<file path="src/rtl/chx_pkg.sv">
package chx_pkg;

    typedef enum logic [1:0] {
        SH_GPIO = 2'b00,
        SH_CTS  = 2'b01,
        SH_RTS  = 2'b10
    } shared_role_e;

    typedef enum logic {
        CK_CLOCK = 1'b0,
        CK_RTS   = 1'b1
    } clk_role_e;

    typedef struct packed {
        logic sync_mode;
        logic ext_clk;
        logic fc_en;
        logic fn_rts;
        logic sep;
    } fc_cfg_t;

    typedef struct packed {
        shared_role_e shared;
        clk_role_e    clkpin;
        logic         cts_used;
        logic         rts_used;
        logic         illegal;
    } role_t;

    function automatic role_t decode_roles(fc_cfg_t c);
        role_t r;
        r.shared   = SH_GPIO;
        r.clkpin   = CK_CLOCK;
        r.cts_used = 1'b0;
        r.rts_used = 1'b0;
        r.illegal  = 1'b0;
        if (c.fc_en) begin
            if (c.sep) begin
                r.shared   = SH_CTS;
                r.clkpin   = CK_RTS;
                r.cts_used = 1'b1;
                r.rts_used = 1'b1;
                r.illegal  = c.sync_mode | c.ext_clk;
            end else if (c.fn_rts) begin
                r.shared   = SH_RTS;
                r.rts_used = 1'b1;
                r.illegal  = c.sync_mode & ~c.ext_clk;
            end else begin
                r.shared   = SH_CTS;
                r.cts_used = 1'b1;
            end
        end
        return r;
    endfunction

endpackage

</file>
<file path="src/rtl/chx_role_decode.sv">
module chx_role_decode
    import chx_pkg::*;
(
    input  logic    clk,
    input  logic    rst,
    input  fc_cfg_t cfg,
    output role_t   roles
);

    always_comb roles = decode_roles(cfg);

    AST_ONE_RTS_PIN: assert property (@(posedge clk) disable iff (rst)
        $onehot0({roles.shared == SH_RTS, roles.clkpin == CK_RTS})) else $error("two RTS pins");

    AST_NOFC_GPIO: assert property (@(posedge clk) disable iff (rst)
        !cfg.fc_en |-> (roles.shared == SH_GPIO && roles.clkpin == CK_CLOCK)) else $error("roles without fc");

endmodule

</file>
<file path="src/rtl/chx_cts_sync.sv">
module chx_cts_sync #(
    parameter int STAGES = 2
) (
    input  logic clk,
    input  logic rst,
    input  logic d,
    output logic q
);

    logic [STAGES:0] chain;
    assign chain[0] = d;

    for (genvar i = 0; i < STAGES; i++) begin : g_stage
        always_ff @(posedge clk) begin
            if (rst) chain[i+1] <= 1'b1;
            else     chain[i+1] <= chain[i];
        end
    end

    assign q = chain[STAGES];

endmodule

</file>
<file path="src/rtl/chx_rts_track.sv">
module chx_rts_track (
    input  logic clk,
    input  logic rst,
    input  logic rx_en,
    input  logic buf_rd,
    input  logic rx_start,
    output logic armed
);

    logic rx_en_q;
    logic arm_evt;

    assign arm_evt = (rx_en & ~rx_en_q) | buf_rd;

    always_ff @(posedge clk) begin
        if (rst) begin
            rx_en_q <= 1'b0;
            armed   <= 1'b0;
        end else begin
            rx_en_q <= rx_en;
            if (rx_start)     armed <= 1'b0;
            else if (arm_evt) armed <= 1'b1;
        end
    end

    AST_START_DISARMS: assert property (@(posedge clk) disable iff (rst)
        rx_start |=> !armed) else $error("start did not disarm");

    AST_READ_ARMS: assert property (@(posedge clk) disable iff (rst)
        (buf_rd && !rx_start) |=> armed) else $error("read did not arm");

endmodule

</file>
<file path="src/rtl/chx_flow_ctrl.sv">
module chx_flow_ctrl
    import chx_pkg::*;
#(
    parameter int CTS_SYNC_STAGES = 2
) (
    input  logic       clk,
    input  logic       rst,
    input  logic       sync_mode_i,
    input  logic       ext_clk_i,
    input  logic       fc_en_i,
    input  logic       fn_rts_i,
    input  logic       sep_i,
    input  logic       rx_en_i,
    input  logic       rxbuf_lo_rd_i,
    input  logic       rx_start_i,
    input  logic       cts_n_i,
    input  logic       tx_req_i,
    output logic       rts_n_o,
    output logic       rts_drive_o,
    output logic       tx_permit_o,
    output logic       tx_go_o,
    output logic [1:0] shared_role_o,
    output logic       clk_role_o,
    output logic       cfg_err_o
);

    fc_cfg_t cfg;
    role_t   roles;
    logic    armed;
    logic    cts_s;

    always_comb begin
        cfg.sync_mode = sync_mode_i;
        cfg.ext_clk   = ext_clk_i;
        cfg.fc_en     = fc_en_i;
        cfg.fn_rts    = fn_rts_i;
        cfg.sep       = sep_i;
    end

    chx_role_decode u_roles (
        .clk   (clk),
        .rst   (rst),
        .cfg   (cfg),
        .roles (roles)
    );

    chx_rts_track u_track (
        .clk      (clk),
        .rst      (rst),
        .rx_en    (rx_en_i),
        .buf_rd   (rxbuf_lo_rd_i),
        .rx_start (rx_start_i),
        .armed    (armed)
    );

    chx_cts_sync #(.STAGES(CTS_SYNC_STAGES)) u_cts (
        .clk (clk),
        .rst (rst),
        .d   (cts_n_i),
        .q   (cts_s)
    );

    always_comb begin
        cfg_err_o     = roles.illegal;
        rts_n_o       = roles.illegal | ~(rx_en_i & armed);
        rts_drive_o   = roles.rts_used;
        shared_role_o = roles.shared;
        clk_role_o    = roles.clkpin;
        if (roles.illegal)       tx_permit_o = 1'b0;
        else if (roles.cts_used) tx_permit_o = ~cts_s;
        else                     tx_permit_o = 1'b1;
        tx_go_o = tx_req_i & tx_permit_o;
    end

    AST_RXOFF_RTS_HIGH: assert property (@(posedge clk) disable iff (rst)
        !rx_en_i |-> rts_n_o) else $error("rts low while rx off");

    AST_TX_NEEDS_CTS: assert property (@(posedge clk) disable iff (rst)
        (roles.cts_used && tx_go_o) |-> !cts_s) else $error("tx without cts");

    AST_NOFC_PERMIT: assert property (@(posedge clk) disable iff (rst)
        !fc_en_i |-> tx_permit_o) else $error("tx blocked without fc");

    AST_ERR_SAFE: assert property (@(posedge clk) disable iff (rst)
        cfg_err_o |-> (rts_n_o && !tx_permit_o)) else $error("unsafe cfg not held");

    AST_GO_GATED: assert property (@(posedge clk) disable iff (rst)
        tx_go_o |-> (tx_req_i && tx_permit_o)) else $error("go without req/permit");

endmodule

</file>
<file path="config.mk">
export PLATFORM = sky130hd
export DESIGN_NAME = chx_flow_ctrl
export DESIGN_NICKNAME = d
export VERILOG_FILES = /design/src/rtl/chx_pkg.sv /design/src/rtl/chx_role_decode.sv /design/src/rtl/chx_cts_sync.sv /design/src/rtl/chx_rts_track.sv /design/src/rtl/chx_flow_ctrl.sv
export SDC_FILE = /design/constraint.sdc
export NUM_CORES = 1
export LEC_CHECK = 0
export BUFFER_PORTS_ARGS = -buffer_cell sky130_fd_sc_hd__buf_4
export CORE_AREA = 2 2 39 41
export CTS_BUF_LIST = sky130_fd_sc_hd__clkbuf_16
export DETAILED_ROUTE_END_ITERATION = 7
export DIE_AREA = 0 0 41 43
export SLEW_MARGIN = 20
export SYNTH_ARGS = -nofsm -noshare
export SYNTH_HDL_FRONTEND = slang
export SYNTH_SLANG_ARGS = --single-unit
</file>
<file path="constraint.sdc">
create_clock -name clk -period 0.9 [get_ports clk]
set_clock_uncertainty 0.15 [all_clocks]
set_input_delay 0.09 -clock clk [delete_from_list [all_inputs] [get_ports clk]]
set_output_delay 0.09 -clock clk [all_outputs]
set_load 0.1 [all_outputs]
</file>
==> metrics <==
vias in the first global route 311; Setup WS post-layout -0.363 ns; PortBufs 19; half-perimeter wire length after placement 484 µm; DIE AREA 0.00176 mm²; Power Density 1850 mW/mm²; CTS tree built; Worst Setup Path Type register to primary output; top_reg_cell synth dfxtp_1; Num CTS Buffers 3; f_max 792 MHz; sequential area share after synthesis 37.9%; final setup violation count 6; clk slew on worst S/H paths 0.03 ns; reg2reg end u_track.armed; Hold Startpoint rx_start_i; Area Growth Syn to Fin 237%; Critical Path AT 1.02 ns; Pint 0.944 mW; HP Class input port to register; worst reg2reg setup slack 0.05 ns; crit share post-route 140%; Syn Area/Cell 8.13 µm²; Max clock buf depth 2; dpl cells 65; Synth cell types 14; layout cell share with drive strength beyond 1 83.3%; Initial Util 15.3%; flops & latches, synth 4; DR WL/cell 10.5 µm; fin area 713 µm²; WL met2 383 µm; Post-CTS Hold Buffers 1; Num Clock Sinks 4; combinational share of power 33.0%; CP max-delay cell dfxtp_2; Detailed Route Iter0 Violations 0; Post-Route WL 736 µm; Worst path max stage delay 0.31 ns; Post-Synthesis Cells 26; largest net degree at the start of global routing 6; worst-path cell chain o221ai_4 > and2_4 > buf_12; largest cells by area after synthesis dfxtp_1 (38%), and2_1 (8.9%), nor2_1 (7.1%); final-report hold violation count 4; Top Family by Delay on Critical Path flip-flops; # rows 14; antenna violations before repair 0; Final min period 1.26 ns; crit start category register; share of the synthesized area in the top cell type 37.9%; hold path endpoint u_track.armed; worst slew margin relative to its limit 85.3%; max-slew violations 0; syn_nets 38; P_leak 0.301 nW; top cell types by occurrence after synthesis dfxtp_1 (4), nor2_1 (4), and2_1 (3), inv_1 (3); Residual DRC 0; router iterations before antenna repair 1; ys async rst share 0%; Die H 43 µm; Crit path buffers/inverters 1; r2r startpoint u_track.rx_en_q; Layout Nets 68; gpl congestion 0.601; reg2reg path depth 3; Critical Path RT 0.66 ns; Clk pwr share 52.4%; Crit Path Max Fanout 2; Max-Cap Viols 0; IO Count 20; htree depth 1; Final ANT Viol Nets 0; Layout Cells excl Fill 70; Syn. warnings 0; worst skew pair latency 0.22 ns; Reg power frac 14.6%; status finished with violations; CP Capture Type primary output; gr usage total 10.6%; synthesized cell area 211 µm²; Post-synth EDFFs 0; Max IR drop VDD 0.00182 V; top layer reached by signal wires met4; routed wl met3 61 µm; Clock Tree Root clkbuf_16; hold slack -0.132 ns; failing checks negative hold slack, negative setup slack; post-DR vias/cell 4.34; Pwr Total 1.32 mW; Die X 41 µm; Placement Cell Area 459 µm²; RSZ-0062 raised after global routing true; Switching Share 28.4%; first-pass GRT wire length 1.24 mm; Inserted Diodes 0; Hold Path Cell Cnt 2; post-synthesis cell type with the largest combined area dfxtp_1; core area 0.00138 mm²; M1 WL 271 µm; Via Count 304; global route overflow 0; Worst Max-Slew Pin Slew 0.219 ns; sw power 0.374 mW
==> routing by layer <==
metal	up-vias	GRT usage, %
met1	139	11.9
met2	18	16.6
met4	0	8.00
met3	2	2.09
li1	145	-
met5	-	0
==> area by class of cell <==
class                           count  area [µm²]
Timing Repair Buffer               25         313
Inverter                            3        18.8
Clock buffer                        3        75.1
Tap cell                           16        20.0
Sequential cell                     4        82.6
Fill cell                         123         671
Multi-Input combinational cell     19         204
==> worst register-to-register path, cell delays in order (launching register included) <==
cell and delay (ns):
dfxtp_1 0.29, inv_1 0.04, a211oi_2 0.20, nor3_1 0.06
==> worst max path at each step <==
stage	start	to	slack, ns	cells after the start
after floorplan	ext_clk_i	rts_n_o	-0.97	3
after global placement	sync_mode_i	tx_go_o	-0.37	5
after detailed placement	sync_mode_i	tx_go_o	-0.38	5
after CTS	u_cts.q	tx_go_o	-0.37	3
after global routing	u_cts.q	tx_go_o	-0.41	3
final	u_cts.q	tx_go_o	-0.36	3
==> registers in the layout, indices dropped and copies added, names as in the netlist <==
register,count
u_cts.chain,1
u_cts.q,1
u_track.armed,1
u_track.rx_en_q,1
==> timing repair <==
action / 4_1_cts / 5_1_grt
gates resized for setup: 35 / 8
setup endpoints to repair: 8 / 12
hold endpoints to repair: 4 / 4
buffers inserted: 1 / 2
pin swaps: 8 / 3
==> layout by cell type, fill, tap and decap left out <==
master / count
buf_12: 7
buf_8: 1
dfxtp_2: 2
nor2_4: 4
o211ai_1: 1
nor3_1: 1
buf_6: 8
clkbuf_16: 3
and2_4: 3
a211oi_2: 1
inv_1: 1
buf_4: 9
o22a_2: 1
or2_1: 2
a21oi_4: 1
inv_8: 1
o21ai_4: 1
o221ai_4: 1
nor2b_1: 2
nand2b_4: 1
dfxtp_1: 2
inv_2: 1
==> cells by family after synthesis <==
logic type      Yosys count  share of synthesized area (%)
compound gates            6                           23.7
buf+inv                   3                           5.33
flops                     4                           37.9
simple gates             13                           33.1
==> metrics by stage <==
| step | hold WS, ns | TNS (ns) | util, % | worst slack (ns) |
|---|---|---|---|---|
| 2_1_floorplan | 0.0116 | -2.92 | - | -0.967 |
| 4_1_cts | -0.124 | -1.50 | 50.1 | -0.369 |
| 3_5_place_dp | 0.107 | -1.73 | 33.2 | -0.376 |
| 6_report | -0.132 | -1.21 | 51.5 | -0.363 |
| 5_1_grt | -0.118 | -1.40 | 51.5 | -0.410 |
| 3_3_place_gp | 0.105 | -1.72 | 33.2 | -0.368 |
==> power groups by stage <==
stage,Clock [mW],Sequential (mW),Combinational (mW)
CTS,0.700,0.192,0.422
finish,0.690,0.193,0.435
floorplan,0,0.193,0.219
global route,0.714,0.194,0.452
detailed placement,0,0.194,0.323
global placement,0,0.194,0.322
Note: power is estimated with default switching activity, not from simulation.
